$ cat config.mk
export PLATFORM = sky130hd
export DESIGN_NAME = cfgLockReg
export DESIGN_NICKNAME = d
export VERILOG_FILES = /design/src/rtl/cfgLockPkg.sv /design/src/rtl/cfgLockCtrl.sv /design/src/rtl/cfgLockData.sv /design/src/rtl/cfgLockReg.sv
export SDC_FILE = /design/constraint.sdc
export NUM_CORES = 1
export LEC_CHECK = 0
export BUFFER_PORTS_ARGS = -buffer_cell sky130_fd_sc_hd__buf_2
export CAP_MARGIN = 20
export CORE_MARGIN = 8
export CORE_UTILIZATION = 50
export DETAILED_ROUTE_END_ITERATION = 7
export GPL_ROUTABILITY_DRIVEN = 0
export GPL_TIMING_DRIVEN = 0
export HOLD_SLACK_MARGIN = 0.06
export PLACE_DENSITY = 0.71
export SYNTH_ARGS = -nofsm -noshare
export SYNTH_HDL_FRONTEND = slang
export SYNTH_SLANG_ARGS = --single-unit
$ cat constraint.sdc
create_clock -name clk -period 2.55 [get_ports clk]
set_input_delay 0.255 -clock clk [delete_from_list [all_inputs] [get_ports clk]]
set_output_delay 0.255 -clock clk [all_outputs]
set_load 0.02 [all_outputs]
$ cat src/rtl/cfgLockPkg.sv
package cfgLockPkg;
  localparam int BYTE_W = 8;
  localparam int POS_W  = 2;
  // positions of the persistent bits inside the image
  localparam logic [BYTE_W-1:0] NV_MASK = 8'b1111_1001;
  localparam int WEL_BIT  = 1;
  localparam int RWEL_BIT = 2;

  typedef enum logic [POS_W-1:0] {
    POS_DEV  = 2'd0,
    POS_REG  = 2'd1,
    POS_DATA = 2'd2,
    POS_MORE = 2'd3
  } posT;

  typedef struct packed {
    logic              setWel;
    logic              setRwel;
    logic              commit;
    logic [BYTE_W-1:0] data;
  } strobeT;
endpackage

$ cat src/rtl/cfgLockCtrl.sv
module cfgLockCtrl
  import cfgLockPkg::*;
#(
  parameter logic [6:0] DEV_ADDR = 7'b1010010,
  parameter logic [7:0] REG_ADDR = 8'hFF
) (
  input  logic              clk,
  input  logic              rstN,
  input  logic              evStart,
  input  logic              evStop,
  input  logic              rxValid,
  input  logic [POS_W-1:0]  rxPos,
  input  logic [BYTE_W-1:0] rxByte,
  input  logic              rdReq,
  input  logic              welIn,
  input  logic              rwelIn,
  input  logic              busyIn,
  input  logic [BYTE_W-1:0] imageIn,
  output logic              ackStrobe,
  output logic              ackOk,
  output logic              rdStrobe,
  output logic [BYTE_W-1:0] rdData,
  output strobeT            strb
);
  logic writeSel, regSel, pendValid, readActive;
  logic [BYTE_W-1:0] pendByte;
  logic ackNext;
  logic devMatch;

  assign devMatch = (rxByte[7:1] == DEV_ADDR);

  always_comb begin
    ackNext = 1'b0;
    unique case (posT'(rxPos))
      POS_DEV:  ackNext = devMatch && (rxByte[0] || !busyIn);
      POS_REG:  ackNext = writeSel && (rxByte == REG_ADDR);
      POS_DATA: ackNext = regSel;
      POS_MORE: ackNext = 1'b0;
      default:  ackNext = 1'b0;
    endcase
  end

  always_ff @(posedge clk) begin
    if (!rstN) begin
      writeSel   <= 1'b0;
      regSel     <= 1'b0;
      pendValid  <= 1'b0;
      pendByte   <= '0;
      readActive <= 1'b0;
      ackStrobe  <= 1'b0;
      ackOk      <= 1'b0;
      rdStrobe   <= 1'b0;
      rdData     <= '0;
    end else begin
      ackStrobe <= rxValid;
      ackOk     <= rxValid && ackNext;
      rdStrobe  <= rdReq && readActive;
      if (rdReq && readActive) begin
        rdData     <= imageIn;
        readActive <= 1'b0;
      end
      if (evStart || evStop) begin
        writeSel   <= 1'b0;
        regSel     <= 1'b0;
        pendValid  <= 1'b0;
        readActive <= 1'b0;
      end else if (rxValid) begin
        unique case (posT'(rxPos))
          POS_DEV: begin
            writeSel   <= devMatch && !rxByte[0] && !busyIn;
            readActive <= devMatch && rxByte[0];
          end
          POS_REG:  regSel <= writeSel && (rxByte == REG_ADDR);
          POS_DATA: if (regSel) begin
            pendValid <= 1'b1;
            pendByte  <= rxByte;
          end
          POS_MORE: pendValid <= 1'b0;
          default: ;
        endcase
      end
    end
  end

  // decode of the pending byte at the stop condition
  always_comb begin
    strb = '0;
    strb.data = pendByte;
    if (evStop && pendValid) begin
      if (welIn && rwelIn) begin
        strb.commit = !pendByte[RWEL_BIT];
      end else if (pendByte == 8'h02) begin
        strb.setWel = 1'b1;
      end else if (pendByte == 8'h06 && welIn) begin
        strb.setWel  = 1'b1;
        strb.setRwel = 1'b1;
      end
    end
  end

  a_r10_busy_nack: assert property (@(posedge clk) disable iff (!rstN)
    (rxValid && rxPos == 2'd0 && !rxByte[0] && busyIn) |=> (ackStrobe && !ackOk));
  a_r8_second_nack: assert property (@(posedge clk) disable iff (!rstN)
    (rxValid && rxPos == 2'd3) |=> (ackStrobe && !ackOk));
  a_r1_foreign_nack: assert property (@(posedge clk) disable iff (!rstN)
    (rxValid && rxPos == 2'd0 && rxByte[7:1] != DEV_ADDR) |=> !ackOk);
  a_r11_one_byte: assert property (@(posedge clk) disable iff (!rstN)
    (rdStrobe && !evStart) |=> !rdStrobe);
endmodule

$ cat src/rtl/cfgLockData.sv
module cfgLockData
  import cfgLockPkg::*;
#(
  parameter int BUSY_CYCLES = 250000
) (
  input  logic              clk,
  input  logic              rstN,
  input  logic              wpIn,
  input  strobeT            strb,
  output logic              welOut,
  output logic              rwelOut,
  output logic              busyOut,
  output logic [BYTE_W-1:0] imageOut
);
  localparam int CNT_W = $clog2(BUSY_CYCLES + 1);
  localparam logic [CNT_W-1:0] CNT_LOAD = CNT_W'(BUSY_CYCLES - 1);

  logic [BYTE_W-1:0] nvBits, nvNext;
  logic [CNT_W-1:0]  cnt;
  logic wel, rwel, busy;
  logic startCommit, doneCommit;

  assign startCommit = strb.commit && !wpIn && !busy;
  assign doneCommit  = busy && (cnt == '0);

  always_ff @(posedge clk) begin
    if (!rstN) begin
      nvBits <= '0;
      nvNext <= '0;
      cnt    <= '0;
      wel    <= 1'b0;
      rwel   <= 1'b0;
      busy   <= 1'b0;
    end else begin
      if (strb.setWel)  wel  <= 1'b1;
      if (strb.setRwel) rwel <= 1'b1;
      if (startCommit) begin
        busy   <= 1'b1;
        cnt    <= CNT_LOAD;
        nvNext <= strb.data & NV_MASK;
      end else if (doneCommit) begin
        busy   <= 1'b0;
        nvBits <= nvNext;
        rwel   <= 1'b0;
      end else if (busy) begin
        cnt <= cnt - 1'b1;
      end
    end
  end

  always_comb begin
    imageOut           = nvBits & NV_MASK;
    imageOut[WEL_BIT]  = wel;
    imageOut[RWEL_BIT] = rwel;
  end
  assign welOut  = wel;
  assign rwelOut = rwel;
  assign busyOut = busy;

  a_r9_wp_hold: assert property (@(posedge clk) disable iff (!rstN)
    (strb.commit && wpIn) |=> ($stable(nvBits) && !$rose(busy)));
  a_r5_rwel_clear: assert property (@(posedge clk) disable iff (!rstN)
    $fell(busy) |-> !rwel);
  a_r6_nv_only_at_end: assert property (@(posedge clk) disable iff (!rstN)
    !$stable(nvBits) |-> $fell(busy));
  a_r3_latch_no_busy: assert property (@(posedge clk) disable iff (!rstN)
    (strb.setWel && !busy) |=> (wel && !busy));
endmodule

$ cat src/rtl/cfgLockReg.sv
module cfgLockReg
  import cfgLockPkg::*;
#(
  parameter logic [6:0] DEV_ADDR    = 7'b1010010,
  parameter logic [7:0] REG_ADDR    = 8'hFF,
  parameter int         BUSY_CYCLES = 250000
) (
  input  logic       clk,
  input  logic       rstN,
  input  logic       wpIn,
  input  logic       evStart,
  input  logic       evStop,
  input  logic       rxValid,
  input  logic [1:0] rxPos,
  input  logic [7:0] rxByte,
  input  logic       rdReq,
  output logic       ackStrobe,
  output logic       ackOk,
  output logic       rdStrobe,
  output logic [7:0] rdData,
  output logic [7:0] regImage,
  output logic       busy
);
  strobeT strb;
  logic wel, rwel;

  cfgLockCtrl #(.DEV_ADDR(DEV_ADDR), .REG_ADDR(REG_ADDR)) uCtrl (
    .clk(clk), .rstN(rstN), .evStart(evStart), .evStop(evStop),
    .rxValid(rxValid), .rxPos(rxPos), .rxByte(rxByte), .rdReq(rdReq),
    .welIn(wel), .rwelIn(rwel), .busyIn(busy), .imageIn(regImage),
    .ackStrobe(ackStrobe), .ackOk(ackOk), .rdStrobe(rdStrobe),
    .rdData(rdData), .strb(strb)
  );

  cfgLockData #(.BUSY_CYCLES(BUSY_CYCLES)) uData (
    .clk(clk), .rstN(rstN), .wpIn(wpIn), .strb(strb),
    .welOut(wel), .rwelOut(rwel), .busyOut(busy), .imageOut(regImage)
  );
endmodule

==> flow_summary.yaml, run 1 <==
timing:
  finalHoldViolCount: 0
  setup-tns-final_ps: 0
  fmax_mhz: 422.5
  fin_crit_sh: 0.9281
  rsz0062_at_grt: "false"
  final_period_minus_worst_setup_slack_ps: 2367
  timing.final.setup_violations: 0
  slew-limit-headroom: 0.5663
  finalMaxSlewViolations: 0
  skew_ps: 8.440
  worst_margin_pin_slew_ps: 645.6
die:
  io_pins: 37
  chip_width_um: 86.12
  rows: 25
  die_height_um: 86.12
  fp.coreArea_um2: 4723
  die-area_um2: 7417
  initial_utilization: 0.5205
routing:
  first_iter_violations: 246
  wl_um: 5825
  number_of_detailed_route_iterations_in_the_first_pass: 4
  routedWlPerCell_um: 14.78
  postRouteAntennaNets: 0
  dr_total_vias: 2198
  drc: 0
  avgViaCountPerCell: 5.579
yosys:
  mappedNetlistArea_um2: 2459
  synth_largest_type_area_fraction: 0.4560
  ys_async_sr_fraction: 0
  post_synth_inst_count: 284
  synth_fp_nets: 302
  seq_area_frac_synth: 0.4560
  ys_seq_elements: 56
  synthDominantAreaCellType: "dfxtp_1"
  synth_common_cells: "dfxtp_1, nand2_1, a21oi_1"
  synth.area.top_cells: "dfxtp_1, a21oi_1, nand2_1"
  most_common_cell_in_the_synthesized_netlist: "dfxtp_1"
  ys_types: 49
  synth_flop_cell: "dfxtp_1"
  post_synth.cell_area_avg_um2: 8.657
  ys_warn_count: 0
  post_synth_edffs: 0
critical_path:
  critical_path_required_ps: 2750
  cp.arrival_ps: 2570
  crit-reg2reg-launch: "uData.cnt[0]"
  cp-end-kind: "register"
  crit_start: "uData.cnt[0]"
  cp_slowest_cell: "nor4b_1"
  critical_path.startpoint_type: "register"
  crit_buf_inv: 2
  critical-path-top-delay-family: "simple AND/OR/NAND/NOR gates"
  critical-path-max-stage-delay_ps: 490
  crit_path_cell_trace: "inv_1 -> ha_1 -> nor4b_1 -> and4_1 -> clkbuf_1 -> a21oi_1 -> o311a_1"
  highest_fanout_seen_on_the_critical_path: 10
  timing_worst_setup_path_type: "register to register"
global_routing:
  grt_pass1_vias: 2082
  grt-ovfl-total: 0
  grt_pass1_wl_um: 9873
  antenna_violations_before_repair: 0
  groute.usage.overall: 0.1613
  grt_start_max_net_pins: 20
final_layout:
  area_growth_syn_to_layout_pct: 14.40
  post_route_cells_drive_above_1_share: 0.1713
  final_nets: 344
  antenna_diode_count: 0
  final_cell_area_um2: 2813
clocking:
  ctsResizeCount: 0
  tritoncts.num_buffers: 5
  cts_tree: "yes"
  clock_latency_ps: 310
  post_cts_buffers: 0
  clk_pin_slew_ps: 100
  ctsHtreeMaxLevel: 2
  cts_hold_buffers: 0
  clockRootBuffer: "clkbuf_8"
  cts-root-to-sink-buffers: 2
  clk_sink_count: 56
run_status:
  outcome: "finished clean"
place:
  place_area_um2: 2718
  placement.io_buffers: 35
  dp_hpwl_um: 4326
pwr:
  totalPowerFinal_mw: 1.431
  irDropWorstVdd_uv: 267.4
  power_density_relative_to_cell_area_nw_per_um2: 508.9
  p_leak_nw: 1.079
worst_hold_path:
  hold_path.class: "input port to register"
  min-delay-start: "rxByte[7]"
flow_run:
  max_cap_violations: 0
## path summary, 6_finish.rpt
kind,endpoint,slack [ps],cells after the start
setup / recovery,uData.cnt[2],180,7
hold / removal,uCtrl.pendByte[7],200,3
setup reg to reg,uData.cnt[2],180,7
hold reg to reg,uCtrl.rdData[7],460,2
## tightest hold or removal path, cell delays in order
cell	delay, ps
buf_2	80
mux2i_1	60
nor2_1	70
## metrics by stage
| stage | utilization | hold WS (ps) | cells | worst slack (ps) |
|---|---|---|---|---|
| after floorplan | - | 346.5 | 284 | 468.4 |
| after global placement | 0.5754 | 438.5 | 386 | 311.3 |
| after detailed placement | 0.5754 | 443.0 | 386 | 232.8 |
| after CTS | 0.5955 | 187.8 | 394 | 182.3 |
| after global routing | 0.5955 | 199.7 | 394 | 20.64 |
| final | 0.5955 | 195.9 | 394 | 183.3 |
## flip-flops by register name, indices dropped and copies added (netlist names)
| signal | cells |
|---|---|
| uCtrl.pendValid | 1 |
| uCtrl.writeSel | 1 |
| uCtrl.pendByte | 8 |
| uData.nvBits | 6 |
| uCtrl.ackStrobe | 1 |
| uCtrl.regSel | 1 |
| uCtrl.readActive | 1 |
| uData.busyOut | 1 |
| uCtrl.ackOk | 1 |
| uData.welOut | 1 |
| uCtrl.rdData | 8 |
| uData.nvNext | 6 |
| uData.cnt | 18 |
| uData.rwelOut | 1 |
| uCtrl.rdStrobe | 1 |
## where the power goes
part	switching, mW	internal, mW
combinational	0.0358	0.0181
sequential	0.000449	0.875
clock	0.301	0.200
total	0.338	1.09
## routing by layer
metal  wire [um]  track usage  vias up
li1            -            -     1129
met1        2950       0.2248     1018
met2        2544       0.2421       49
met3         311      0.03916        2
met4          19      0.03503        0
met5           0            0        -
## cells in the final DEF (no fill, tap or decap), drive strengths merged, types with 3 or more instances in the layout
cell / count
nor2: 21
nand2b: 3
inv: 7
buf: 39
clkbuf: 16
a311oi: 5
nor4: 3
a21oi: 31
and2: 3
a211o: 3
a31oi: 6
nand3: 19
mux2i: 9
or3: 5
a211oi: 4
o21ai: 7
nand4: 3
or4: 4
nor4b: 3
o31ai: 4
nand3b: 3
or4b: 3
nand2: 36
nor3: 10
dfxtp: 56
and4: 3
## area by class of cell
type / instances / area (um^2)
Buffer: 15 / 65.06
Clock buffer: 5 / 68.82
Clock inverter: 3 / 26.28
Fill cell: 439 / 1911
Inverter: 6 / 22.52
Multi-Input combinational cell: 207 / 1250
Sequential cell: 56 / 1121
Tap cell: 67 / 83.83
Timing Repair Buffer: 35 / 175.2
## cells by family after synthesis
logic type | after synthesis | share of synthesized area
multiplexers | 10 | 0.04122
AO/OA/AOI/OAI | 71 | 0.1863
XOR/XNOR | 1 | 0.003563
adder cells (fa/ha/maj) | 1 | 0.005088
AND/OR/NAND/NOR | 124 | 0.2723
buffers and inverters | 21 | 0.03562
flip-flops | 56 | 0.4560
No activity file was read; power rests on OpenSTA's default activity.
==> inputs of run 2 (changes only) <==
--- a/config.mk
+++ b/config.mk
@@ -5,6 +5,7 @@
 export SDC_FILE = /design/constraint.sdc
 export NUM_CORES = 1
 export LEC_CHECK = 0
+export ABC_AREA = 1
 export BUFFER_PORTS_ARGS = -buffer_cell sky130_fd_sc_hd__buf_2
 export CAP_MARGIN = 20
 export CORE_MARGIN = 8
==> run 2 against run 1 <==
Global-route usage shrank 0.14 points. Area after synthesis grew 5.0%. First-iteration DRC count shrank 52%. Core utilization shrank 1.4 points. Die area grew 4.1%. Combinational power is essentially flat. Largest cell class unchanged. Sequential share of layout area shrank 1.6 points. Hold slack lost 6.4 ps. Final area grew 4.3%. Clock power shrank 3%. Highest routed layer unchanged. Register-to-register slack gained 710 ps.
==> flow_summary.yaml, run 2 <==
run_status:
  outcome: "finished clean"
pwr:
  combPwrFrac: 0.038
  power_density_relative_to_cell_area_nw_per_um2: 482.7
  power.switching_uw: 325.7
  p_leak_nw: 1.394
  switching_share: 0.2301
  sequential_fraction_of_design_power: 0.619
  p_clk_frac: 0.343
  irDropWorstVdd_uv: 235.9
  totalPowerFinal_mw: 1.416
  p_int_mw: 1.090
yosys:
  ys_async_sr_fraction: 0
  mappedNetlistArea_um2: 2581
  seq_area_frac_synth: 0.4343
  most_common_cell_in_the_synthesized_netlist: "nor2_1"
  ys_seq_elements: 56
  post_synth_edffs: 0
  post_synth_inst_count: 368
  synth_common_cells: "nor2_1, nand2_1, dfxtp_1"
  synth_fp_nets: 386
  synthDominantAreaCellType: "dfxtp_1"
  synth_largest_type_area_fraction: 0.4343
  ys_types: 31
  ys_warn_count: 0
  post_synth.cell_area_avg_um2: 7.014
  synth.area.top_cells: "dfxtp_1, nor2_1, nand2_1"
  synth_flop_cell: "dfxtp_1"
final_layout:
  reg.largest.list: "uData.cnt: 18 flops, uCtrl.pendByte: 8 flops, uCtrl.rdData: 8 flops"
  multi_input_comb_area_um2: 1197
  seq_area_um2: 1121
  final_nets: 428
  layout.filler_cells: 498
  top_register: "uData.cnt"
  final_cell_area_um2: 2933
  area_growth_syn_to_layout_pct: 13.62
  largest_reg_flops: 18
  final_core_util: 0.5816
  highest_count_cells_in_the_layout_ignoring_fill_and_taps: "nor2_1, nand2_1, dfxtp_1"
  post_route_cells_drive_above_1_share: 0.1436
  antenna_diode_count: 0
  mostFrequentLayoutCell: "nor2_1"
clocking:
  ctsResizeCount: 0
  tritoncts.num_buffers: 5
  cts-root-to-sink-buffers: 2
  post_cts_buffers: 0
  clockRootBuffer: "clkbuf_8"
  clk_pin_slew_ps: 100
  clock_latency_ps: 310
  cts_tree: "yes"
  cts_hold_buffers: 0
  ctsHtreeMaxLevel: 2
  clk_sink_count: 56
global_routing:
  globalRoute.busiestLayer: "met2"
  groute.usage.overall: 0.1599
  antenna_violations_before_repair: 0
  grtUsageMet3: 0.04128
  grt.met1_usage: 0.2098
  grt-ovfl-total: 0
  gr-usage-met2: 0.2490
  grt_pass1_wl_um: 9929
  grt_start_max_net_pins: 18
  grt_pass1_vias: 2262
routing:
  number_of_detailed_route_iterations_in_the_first_pass: 4
  wl_um: 5771
  first_iter_violations: 118
  drc: 0
  dr_total_vias: 2403
  routedWlPerCell_um: 12.00
  postRouteAntennaNets: 0
  avgViaCountPerCell: 4.996
critical_path:
  cp-end-kind: "register"
  timing_worst_setup_path_type: "register to register"
  cp.arrival_ps: 1860
  critical_path.startpoint_type: "register"
  r2r-end: "uData.nvBits[3]"
  crit_path_cell_trace: "inv_1 -> ha_1 -> nand2_1 -> nor2_4 -> nand4_2 -> o21ai_0 -> nor2_1"
  crit-reg2reg-launch: "uData.cnt[0]"
  highest_fanout_seen_on_the_critical_path: 9
  critical-path-max-stage-delay_ps: 340
  ff2ff_setup_slack_ps: 900
  critical_path_required_ps: 2760
  cp_slowest_cell: "dfxtp_1"
  r2r.worst_path.cells: 7
timing:
  timing.final.ws_setup_ps: 896.7
  rsz0062_at_grt: "false"
  finalHoldViolCount: 0
  finalMaxSlewViolations: 0
  fmax_mhz: 604.9
  final_period_minus_worst_setup_slack_ps: 1653
  skew_ps: 8.870
  timing.final.setup_violations: 0
  worst_margin_pin_slew_ps: 529.9
  slew-limit-headroom: 0.6435
  setup-tns-final_ps: 0
  fin_crit_sh: 0.6483
place:
  dp_hpwl_um: 4416
  placement.io_buffers: 35
  place_area_um2: 2844
  placement.setup.worst_slack_ps: 882.8
die:
  rows: 26
  die_height_um: 87.85
  chip_width_um: 87.85
  die-area_um2: 7718
  fp.coreArea_um2: 5042
  io_pins: 37
  initial_utilization: 0.5119
worst_hold_path:
  hold_worst_path_end: "uCtrl.ackStrobe"
  min-delay-start: "rxValid"
  min_path_cells: 3
  hold_path.class: "input port to register"
flow_run:
  max_cap_violations: 0
## run 2: cell types whose count changed after synthesis, moves of 5 or more
cell	delta
mux2i_1	-9
or3_1	-5
clkbuf_1	-8
inv_1	+38
a311oi_1	-5
nor2_1	+50
o21ai_0	+27
nand2_1	+22
nand4_1	+9
## run 2: per-layer routing
layer  vias to the layer above  part of all wire  routed length [um]
li1                       1265                 -                   -
met3                         4             0.045                 260
met5                         -                 0                   0
met1                      1078              0.51                2930
met2                        56              0.44                2533
met4                         0            0.0081                  47
## run 2: layout make-up
type / count / share of cell area
tap: 70 / 0.02986
clock inverter: 2 / 0.005546
timing repair buffer: 35 / 0.05973
sequential: 56 / 0.3823
clock buffer: 6 / 0.02474
buffer: 13 / 0.02816
multi-input combinational: 251 / 0.4083
inverter: 48 / 0.06143
## run 2: kinds of logic after synthesis
group | Yosys count | share of synthesized area
xor gates and xnor gates | 7 | 0.02375
AOI/OAI and AO/OA | 67 | 0.1318
DFF | 56 | 0.4343
adders and majority gates | 1 | 0.004847
and+or+nand+nor | 176 | 0.3034
buffers and inverters | 61 | 0.1018
## run 2: worst max path at each step
stage          cells after the start         endpoint  slack (ps)         start
6_report                           7  uData.nvBits[3]         900  uData.cnt[0]
5_1_grt                            7  uData.nvBits[3]         700  uData.cnt[0]
4_1_cts                            7  uData.nvBits[3]         870  uData.cnt[0]
3_5_place_dp                       7  uData.nvBits[3]         880  uData.cnt[0]
3_3_place_gp                       7  uData.nvBits[3]         930  uData.cnt[0]
2_1_floorplan                     10    uData.cnt[17]        1080  uData.cnt[0]
## run 2: through the flow
step,cells,hold WS [ps]
after floorplan,368,366.2
after global placement,473,456.4
after detailed placement,473,468.2
after CTS,481,184.5
after global routing,481,202.5
final,481,189.5
## run 2: power groups by stage
stage / clock, mW / combinational [mW] / sequential (mW)
2_1_floorplan: 0 / 0.0259 / 0.898
5_1_grt: 0.534 / 0.0612 / 0.876
6_report: 0.486 / 0.0536 / 0.876
3_5_place_dp: 0 / 0.0531 / 0.896
3_3_place_gp: 0 / 0.0527 / 0.896
4_1_cts: 0.499 / 0.0533 / 0.876
## run 2: worst max-delay path, delay by kind of cell (launching register included)
kind            cells  cell delay [ps]
compound gates      1              260
flops               1              340
fa+ha+maj           1              240
buf+inv             1               90
simple gates        4              610
